[config.mk]
export PLATFORM = sky130hd
export DESIGN_NAME = i2c_altaddr_match
export DESIGN_NICKNAME = d
export VERILOG_FILES = /design/src/rtl/i2c_altaddr_pkg.sv /design/src/rtl/altaddr_sync.sv /design/src/rtl/altaddr_bus_events.sv /design/src/rtl/altaddr_frame_capture.sv /design/src/rtl/altaddr_flag_ctrl.sv /design/src/rtl/i2c_altaddr_match.sv
export SDC_FILE = /design/constraint.sdc
export NUM_CORES = 1
export LEC_CHECK = 0
export ABC_CLOCK_PERIOD_IN_PS = 1550
export CORE_ASPECT_RATIO = 1.25
export CORE_MARGIN = 2
export CORE_UTILIZATION = 47
export CTS_BUF_LIST = sky130_fd_sc_hd__clkbuf_8
export DETAILED_ROUTE_END_ITERATION = 10
export GPL_ROUTABILITY_DRIVEN = 0
export PLACE_DENSITY = 0.77
export SYNTH_ARGS = -nofsm -noshare
export SYNTH_HDL_FRONTEND = slang
export SYNTH_HIERARCHICAL = 1
export SYNTH_SLANG_ARGS = --single-unit
[constraint.sdc]
create_clock -name clk -period 1.55 [get_ports clk]
set_input_delay 0.31 -clock clk [delete_from_list [all_inputs] [get_ports clk]]
set_output_delay 0.31 -clock clk [all_outputs]
set_load 0.005 [all_outputs]
[src/rtl/i2c_altaddr_pkg.sv]
package i2c_altaddr_pkg;
  typedef struct packed {
    logic start;     // SDA fell while SCL high
    logic scl_rise;  // SCL rising edge
    logic sda;       // synchronized SDA level
  } bus_evt_t;
endpackage

[src/rtl/altaddr_sync.sv]
module altaddr_sync #(
  parameter int W      = 2,
  parameter int STAGES = 2
) (
  input  logic         clk,
  input  logic         rst_n,
  input  logic [W-1:0] d,
  output logic [W-1:0] q
);
  for (genvar b = 0; b < W; b++) begin : g_bit
    logic [STAGES-1:0] chain;
    always_ff @(posedge clk or negedge rst_n) begin
      if (!rst_n) chain <= '1;                 // idle bus is high
      else        chain <= {chain[STAGES-2:0], d[b]};
    end
    assign q[b] = chain[STAGES-1];
  end
endmodule

[src/rtl/altaddr_bus_events.sv]
module altaddr_bus_events
  import i2c_altaddr_pkg::*;
(
  input  logic     clk,
  input  logic     rst_n,
  input  logic     scl_s,
  input  logic     sda_s,
  output bus_evt_t evt
);
  logic scl_q, sda_q;

  always_ff @(posedge clk or negedge rst_n) begin
    if (!rst_n) begin
      scl_q <= 1'b1;
      sda_q <= 1'b1;
    end else begin
      scl_q <= scl_s;
      sda_q <= sda_s;
    end
  end

  always_comb begin
    evt.start    = scl_s & scl_q & sda_q & ~sda_s;
    evt.scl_rise = scl_s & ~scl_q;
    evt.sda      = sda_s;
  end
endmodule

[src/rtl/altaddr_frame_capture.sv]
module altaddr_frame_capture
  import i2c_altaddr_pkg::*;
#(
  parameter int ADDR_W = 7
) (
  input  logic              clk,
  input  logic              rst_n,
  input  bus_evt_t          evt,
  output logic              frame_done,
  output logic [ADDR_W-1:0] addr_bits
);
  localparam int FRAME_BITS = ADDR_W + 1;
  localparam int CNT_W      = $clog2(FRAME_BITS);
  localparam logic [CNT_W-1:0] LAST = CNT_W'(FRAME_BITS - 1);

  logic              active;
  logic [CNT_W-1:0]  cnt;
  logic [ADDR_W-1:0] shreg;

  // Completing edge: the address bits are already shifted in, the
  // incoming bit is the read/write bit and is not kept.
  assign frame_done = evt.scl_rise & active & (cnt == LAST);
  assign addr_bits  = shreg;

  always_ff @(posedge clk or negedge rst_n) begin
    if (!rst_n) begin
      active <= 1'b0;
      cnt    <= '0;
      shreg  <= '0;
    end else if (evt.start) begin
      active <= 1'b1;
      cnt    <= '0;
      shreg  <= '0;
    end else if (evt.scl_rise && active) begin
      if (cnt == LAST) begin
        active <= 1'b0;
        cnt    <= '0;
      end else begin
        shreg <= {shreg[ADDR_W-2:0], evt.sda};
        cnt   <= cnt + 1'b1;
      end
    end
  end
endmodule

[src/rtl/altaddr_flag_ctrl.sv]
module altaddr_flag_ctrl #(
  parameter int ADDR_W = 7
) (
  input  logic              clk,
  input  logic              rst_n,
  input  logic              start_evt,
  input  logic              frame_done,
  input  logic [ADDR_W-1:0] addr_bits,
  input  logic [ADDR_W-1:0] alt_addr,
  input  logic              alt_fmt_sel,
  input  logic              is_master,
  input  logic              is_transmit,
  input  logic              reg_rd,
  input  logic              reg_wr,
  input  logic              reg_wdata,
  output logic              flag,
  output logic              match_pulse
);
  logic armed;   // a read returned 1 and no write followed yet
  logic set_evt, sw_clr;

  assign set_evt = frame_done & (addr_bits == alt_addr) &
                   ~is_master & ~is_transmit & ~alt_fmt_sel;
  assign sw_clr  = reg_wr & ~reg_wdata & armed;

  always_ff @(posedge clk or negedge rst_n) begin
    if (!rst_n) begin
      flag        <= 1'b0;
      match_pulse <= 1'b0;
      armed       <= 1'b0;
    end else begin
      match_pulse <= set_evt;
      if (is_master)      flag <= 1'b0;
      else if (start_evt) flag <= 1'b0;
      else if (set_evt)   flag <= 1'b1;   // set beats software clear
      else if (sw_clr)    flag <= 1'b0;

      if (reg_wr)              armed <= 1'b0;
      else if (reg_rd && flag) armed <= 1'b1;
    end
  end
endmodule

[src/rtl/i2c_altaddr_match.sv]
module i2c_altaddr_match
  import i2c_altaddr_pkg::*;
#(
  parameter int ADDR_W      = 7,
  parameter int SYNC_STAGES = 2
) (
  input  logic              clk,
  input  logic              rst_n,
  input  logic              scl_in,
  input  logic              sda_in,
  input  logic              is_master,
  input  logic              is_transmit,
  input  logic [ADDR_W-1:0] alt_addr,
  input  logic              alt_fmt_sel,
  input  logic              reg_rd,
  input  logic              reg_wr,
  input  logic              reg_wdata,
  output logic              flag,
  output logic              match_pulse
);
  logic [1:0]        bus_s;
  bus_evt_t          bus_evt;
  logic              start_evt;
  logic              frame_done;
  logic [ADDR_W-1:0] addr_bits;

  altaddr_sync #(.W(2), .STAGES(SYNC_STAGES)) u_sync (
    .clk(clk), .rst_n(rst_n), .d({scl_in, sda_in}), .q(bus_s)
  );

  altaddr_bus_events u_evt (
    .clk(clk), .rst_n(rst_n), .scl_s(bus_s[1]), .sda_s(bus_s[0]), .evt(bus_evt)
  );

  assign start_evt = bus_evt.start;

  altaddr_frame_capture #(.ADDR_W(ADDR_W)) u_cap (
    .clk(clk), .rst_n(rst_n), .evt(bus_evt),
    .frame_done(frame_done), .addr_bits(addr_bits)
  );

  altaddr_flag_ctrl #(.ADDR_W(ADDR_W)) u_flag (
    .clk(clk), .rst_n(rst_n), .start_evt(start_evt),
    .frame_done(frame_done), .addr_bits(addr_bits),
    .alt_addr(alt_addr), .alt_fmt_sel(alt_fmt_sel),
    .is_master(is_master), .is_transmit(is_transmit),
    .reg_rd(reg_rd), .reg_wr(reg_wr), .reg_wdata(reg_wdata),
    .flag(flag), .match_pulse(match_pulse)
  );
endmodule

==> results of run 1 <==
[worst max-delay path by stage]
stage / start / to / slack [ns]
after floorplan: u_sync/g_bit[1].chain[1] / u_flag/flag / 0.0008
after global placement: u_cap/cnt[0] / u_flag/flag / 0.06
after detailed placement: u_cap/cnt[0] / u_flag/flag / 0.005
after CTS: u_sync/g_bit[1].chain[1] / u_flag/flag / 0.02
after global routing: u_sync/g_bit[1].chain[1] / u_flag/flag / -0.05
final: u_sync/g_bit[1].chain[1] / u_flag/flag / 0.02
[layer usage]
metal	part of all wire, %	track usage [%]	up-vias
li1	-	-	297
met1	42	17.80	297
met2	53	27.45	13
met3	4.4	3.300	2
met4	1.0	9.091	0
met5	0	0	-
[power groups by stage]
stage	Combinational, uW	Sequential, uW	Clock [uW]
3_3_place_gp	357	728	0
3_5_place_dp	374	736	0
6_report	396	731	520
4_1_cts	391	727	523
2_1_floorplan	287	709	0
5_1_grt	444	746	550
[metrics by stage]
step                util [%]  hold slack, ns  setup slack [ns]  std cells
detailed placement     59.11          0.3479          0.005448        111
CTS                    63.31          0.3591           0.01820        116
finish                 64.60          0.3578           0.01884        116
global placement       59.11          0.3462           0.05933        111
floorplan                  -         0.01441         0.0008115         76
global route           64.60          0.3647          -0.05251        116
[synthesized netlist by cell type]
cell type	count	area share, %
dfrtp_1	14	37
nand2b_1	8	5.3
mux2i_1	7	7.4
xnor2_1	7	6.5
dfstp_2	6	17
a21oi_1	4	2.1
a21bo_2	3	3.2
buf_4	3	2.4
buf_6	3	3.6
ha_1	2	2.6
nand2_1	2	0.79
nand3_1	2	1.1
nand4_1	2	1.3
nor2_1	2	0.79
o21a_1	2	1.6
a21o_1	1	0.79
and3_2	1	0.79
and3b_1	1	0.92
and4b_1	1	1.1
clkbuf_1	1	0.39
nand4bb_1	1	1.2
nor2_2	1	0.66
nor2b_1	1	0.66
nor4b_2	1	1.6
[logic make-up (layout without fill, tap and decap cells)]
family | Yosys count | in the layout | share of synthesized area (%)
adders and majority gates | 2 | 2 | 2.635
buffers and inverters | 7 | 27 | 6.323
AOI/OAI and AO/OA | 10 | 10 | 7.642
DFF | 20 | 20 | 53.49
and+or+nand+nor | 23 | 23 | 16.08
muxes | 7 | 7 | 7.378
xor gates and xnor gates | 7 | 7 | 6.456
[timing repair]
action	4_1_cts	5_1_grt
pin swaps	0	4
cloned	0	0
setup buffers	1	0
resized for setup	1	4
setup endpoints to repair	1	2
[cell usage in the layout (no fill, tap or decap), types with 2 or more instances in the layout]
cell type        Yosys  final
clkdlybuf4s50_1      0     18
dfrtp_1             14     14
nand2b_1             8      8
mux2i_1              7      7
xnor2_1              7      7
dfstp_2              6      6
buf_4                3      4
a21oi_1              4      4
clkbuf_8             0      3
a21bo_2              3      3
nand3_1              2      2
nand2_1              2      2
nand4_1              2      2
o21a_1               2      2
nor2_1               2      2
[final cells by class]
type                    count  share of cell area [%]
flip-flops and latches     20                   40.60
repair buffers             23                   18.40
clock buffers               3                   3.300
well taps                  20                   2.000
clock inverters             1                   2.400
multi-input cells          49                   33.30
[worst register-to-register path, cell delays in order, from the launching register on]
cell and delay, ns:
dfstp_2 0.54, nor2b_4 0.16, and3_4 0.18, nor4b_4 0.18
nand4_1 0.14, nor2_2 0.16, o21a_1 0.12
==> impl_results.md, run 1 <==
* Outcome: complete, no violations
* Max FFs per register at 7
* Hold_buf cts at 0
* Period utilization at 98.78%
* Max stage delay on crit path at 0.54 ns
* Hold Fails Final Rpt at 0
* Critical Path End Type: flip-flop
* Sequential Area at 508.0 um^2
* CP Data Required Time at 1.75 ns
* # fillers at 147
* Global-route wire length before repair at 2587 um
* Router iterations before antenna repair at 4
* Final min period at 1.531 ns
* Reg2reg end: u_flag/flag
* Clk slew on worst S/H paths at 0.08 ns
* Placed Instance Area at 0.001145 mm^2
* Syn Area/Cell at 12.50 um^2
* Synth Register Bits at 20
* Via density at 5.250
* Critical Path Source Type: flip-flop
* CTS Buffer Depth at 2
* Total Power at 1648 uW
* CP max stage cell: dfstp_2
* Sequential share of power at 44.4%
* Syn nets at 95
* Area growth from synthesis to layout at 31.75%
* WP data arrival at 1.73 ns
* Pwr per Cell Area at 1317 mW/mm^2
* CTS tree: done
* HP Start: u_sync/g_bit[1].chain[0]
* Fmax at 0.6531 GHz
* Drt first-iter violations at 10
* Fin nets at 116
* Crit-path max FO at 3
* Initial antenna violation count at 0
* Worst Hold Depth at 0
* Die ar. at 0.002398 mm^2
* Multi-input gate area at 416.7 um^2
* GRT Total Usage at 15.76%
* Hold WC Path Type: flip-flop to flip-flop
* Detailed placer's ending HPWL at 1228 um
* Die Ht at 54.26 um
* Clock power share at 31.6%
* Maximum VDD drop at 0.8567 mV
* Setup TNS at 0 ns
* Net Switching at 422.7 uW
* Chip width at 44.21 um
* Worst Path Buf+Inv at 0
* DRC Markers at 0
* Slew @ Worst Pin at 0.3221 ns
* Cell-internal power at 1225 uW
* Starting Density at 49.03%
* Vias in the first global route at 581
* Clock skew at 0.0009620 ns
* Diode count at 0
* Post-synthesis sequential area ratio at 53.49%
* CP Depth at 6
* Final setup fails at 0
* Post-Syn Area at 949.7 um^2
* Cell family with most CP delay: simple AND/OR/NAND/NOR gates
* Register-to-register setup slack at 0.02 ns
* Maxcap violations at 0
* Post-DR wirelength/cell at 14.60 um
* Grt total ovfl at 0
* Worst Reg-to-Reg Cells at 6
* Post-Route WL at 1694 um
* Std cell rows at 18
* Worst skew pair latency at 0.26 ns
* Worst relative slew slack at 78.51%
* Root Buffer: clkbuf_8
* H-tree levels at 1
* Min-Delay Endpoint: u_sync/g_bit[1].chain[1]
* Unique cell type count in the Yosys netlist at 24
* Logic pwr share at 24.1%
* R2R Path Start: u_sync/g_bit[1].chain[1]
* CTS buffer count at 3
* Yosys warns at 6
* I/O pins at 19
* RSZ-0062 raised after global routing: yes
* Crit Path Class: flip-flop to flip-flop
* Switching Fraction at 25.65%
* Sink Count at 20
* Final max-slew violation count at 0
* Core Area at 0.001937 mm^2
* Critical path cell sequence: nor2b_4, and3_4, nor4b_4, nand4_1, nor2_2, o21a_1
* DR vias at 609
* Port bufs at 18
* P_leak at 0.0005107 uW
* Fraction of layout instances using a drive strength above 1 at 25.00%
* Final antenna-violating net count at 0
* Largest net degree at the start of global routing at 21
* Finished Cell Area at 0.001251 mm^2
* Syn Inst Count at 76
(Power assumes the default switching activity.)
==> run 2: changes to the inputs <==
--- a/config.mk
+++ b/config.mk
@@ -17,3 +17,4 @@
 export SYNTH_HDL_FRONTEND = slang
 export SYNTH_HIERARCHICAL = 1
 export SYNTH_SLANG_ARGS = --single-unit
+export TNS_END_PERCENT = 10
==> results of run 2 <==
Final layout, timing and power as in run 1 (identical DEF).
==> run 3: changes to the inputs <==
--- a/config.mk
+++ b/config.mk
@@ -5,10 +5,11 @@
 export SDC_FILE = /design/constraint.sdc
 export NUM_CORES = 1
 export LEC_CHECK = 0
+export ABC_AREA = 1
 export ABC_CLOCK_PERIOD_IN_PS = 1550
 export CORE_ASPECT_RATIO = 1.25
 export CORE_MARGIN = 2
-export CORE_UTILIZATION = 47
+export CORE_UTILIZATION = 48
 export CTS_BUF_LIST = sky130_fd_sc_hd__clkbuf_8
 export DETAILED_ROUTE_END_ITERATION = 10
 export GPL_ROUTABILITY_DRIVEN = 0
==> run 3 against run 2 <==
Compared with the run above:
- largest power group unchanged
- final cell count grew 51%
- sequential cell count unchanged
- synthesized cell count increased by 72%
- sequential power hardly changed
==> impl_results.md, run 3 <==
* Syn nets at 150
* Clock skew at 0.003371 ns
* Area share of the largest cell type after synthesis at 33.33%
* Post-Route WL at 2031 um
* Synth Register Bits at 20
* Ys async rst share at 100.0%
* HP Start: u_sync/g_bit[1].chain[0]
* Std cell rows at 18
* Fmax at 0.6939 GHz
* Post-Syn Area at 0.001051 mm^2
* Slew @ Worst Pin at 0.2617 ns
* Hold_buf cts at 0
* DRC Markers at 0
* Critical Path End Type: primary output
* Outcome: complete, no violations
* Sink Count at 20
* Cell family with most CP delay: buffers and inverters
* Drt first-iter violations at 21
* Starting Density at 51.85%
* Period utilization at 92.97%
* CTS Buffer Depth at 2
* Post-synth EDFFs at 0
* Unique cell type count in the Yosys netlist at 20
* RSZ-0062 raised after global routing: no
* Worst skew pair latency at 0.25 ns
* CP max stage cell: clkdlybuf4s50_1
* Dominant cells by area after synthesis: dfrtp_1, nand2_1, dfstp_2
* Router iterations before antenna repair at 4
* Syn Area/Cell at 8.023 um^2
* Yosys warns at 6
* Largest net degree at the start of global routing at 21
* Final antenna-violating net count at 0
* Fraction of layout instances using a drive strength above 1 at 19.35%
* I/O pins at 19
* Die ar. at 0.002582 mm^2
* Maxcap violations at 0
* Final core occ at 67.41%
* Vias in the first global route at 782
* Crit Path Class: flip-flop to primary output
* H-tree levels at 1
* Commonest non-fill, non-tap cell in the layout: nand2_1
* Maximum VDD drop at 0.8453 mV
* Critical path cell sequence: clkdlybuf4s50_1
* Final min period at 1.441 ns
* Root Buffer: clkbuf_8
* Post-synthesis sequential area ratio at 48.33%
* Core Area at 0.002027 mm^2
* Worst relative slew slack at 82.55%
* Register-to-register setup slack at 0.11 ns
* Commonest cells in the netlist: nand2_1, inv_1, nor2_1
* Port bufs at 18
* Global-route wire length before repair at 3187 um
* Clk slew on worst S/H paths at 0.08 ns
* Hold WC Path Type: flip-flop to flip-flop
* GRT Total Usage at 16.84%
* Final setup fails at 0
* Die Ht at 56.32 um
* P_leak at 0.0006665 uW
* CTS buffer count at 3
* Setup TNS at 0 ns
* Cell with the most instances after synthesis: nand2_1
* CTS tree: done
* Crit. Startpoint: u_flag/flag
* # fillers at 165
* Max stage delay on crit path at 0.51 ns
* Most frequent cells in the layout: nand2_1, inv_1, clkdlybuf4s50_1
* CP Data Required Time at 1.24 ns
* Multi-input gate area at 432.9 um^2
* Detailed placer's ending HPWL at 1504 um
* Pwr per Cell Area at 1259 mW/mm^2
* Syn Inst Count at 131
* Diode count at 0
* Hold Fails Final Rpt at 0
* Post-DR wirelength/cell at 11.61 um
* Area growth from synthesis to layout at 30.00%
* Max FFs per register at 7
* Via density at 4.737
* Cell taking the most area after synthesis: dfrtp_1
* Fin nets at 175
* Worst Path Buf+Inv at 1
* R2R Path Start: u_sync/g_bit[1].chain[1]
* Final max-slew violation count at 0
* Grt total ovfl at 0
* Primary FF master, synth: dfrtp_1
* Chip width at 45.86 um
* Critical Path Source Type: flip-flop
* Initial antenna violation count at 0
* Crit-path max FO at 3
* Sequential Area at 508.0 um^2
* WP data arrival at 1.13 ns
* DR vias at 829
==> run 3: cell types whose count changed after synthesis, moves of 3 or more <==
| cell | delta |
|---|---|
| mux2i_1 | -7 |
| nor2_1 | +13 |
| nand3_1 | +3 |
| nand2b_1 | -8 |
| a21bo_2 | -3 |
| nand2_1 | +42 |
| inv_1 | +22 |
| xnor2_1 | -3 |
| nand2_4 | +4 |
| a21oi_1 | -3 |
==> run 3: through the flow <==
step	setup slack (ns)	instances	cell area [um^2]	hold slack, ns	total power, uW
final	0.1089	175	1366	0.3582	1721
after global routing	0.003953	175	1366	0.3626	1823
after detailed placement	0.02946	169	1265	0.3476	1184
after CTS	0.006837	173	1336	0.3597	1704
after floorplan	0.03500	131	1051	0.01441	1029
after global placement	0.1314	169	1265	0.3459	1142
==> run 3: cell families after synthesis <==
group / after synthesis / share of synthesized area, %
and+or+nand+nor: 74 / 31.78
buffers and inverters: 27 / 11.90
DFF: 20 / 48.33
AOI/OAI and AO/OA: 4 / 2.261
xor gates and xnor gates: 4 / 3.333
adders and majority gates: 2 / 2.381
==> run 3: timing repair <==
item,4_1_cts,5_1_grt
buffers inserted,0,2
endpoints found under the setup margin,0,2
resized for setup,0,6
endpoints found under the hold margin,0,0
==> run 3: layout make-up <==
cell class / instances / area share, %
Clock inverter: 1 / 2.198
Inverter: 23 / 6.685
Tap cell: 20 / 1.832
Timing Repair Buffer: 24 / 17.40
Multi-Input combinational cell: 84 / 31.68
Clock buffer: 3 / 3.022
Sequential cell: 20 / 37.18
==> run 3: worst paths after layout <==
check,endpoint,cells past startpoint
worst min-delay path,u_sync/g_bit[1].chain[1],0
worst min register to register,u_sync/g_bit[1].chain[1],0
min in group asynchronous,u_flag/armed,2
worst max-delay path,flag,1
max in group asynchronous,u_evt/scl_q,2
worst max register to register,u_flag/flag,10
==> run 3: metal layers <==
layer	vias up	part of all wire [%]	routed length (um)	global-route usage, %
met5	-	0	0	0
met4	0	0.84	17	6.122
met3	2	4.8	97	2.894
met2	22	53	1067	29.17
met1	371	42	848	19.79
li1	434	-	-	-
==> run 3: power by group <==
group | leakage (uW) | internal (uW) | switching [uW]
Sequential | 0.000246 | 639 | 95.0
Clock | 0.0000357 | 344 | 170
Combinational | 0.000385 | 221 | 252
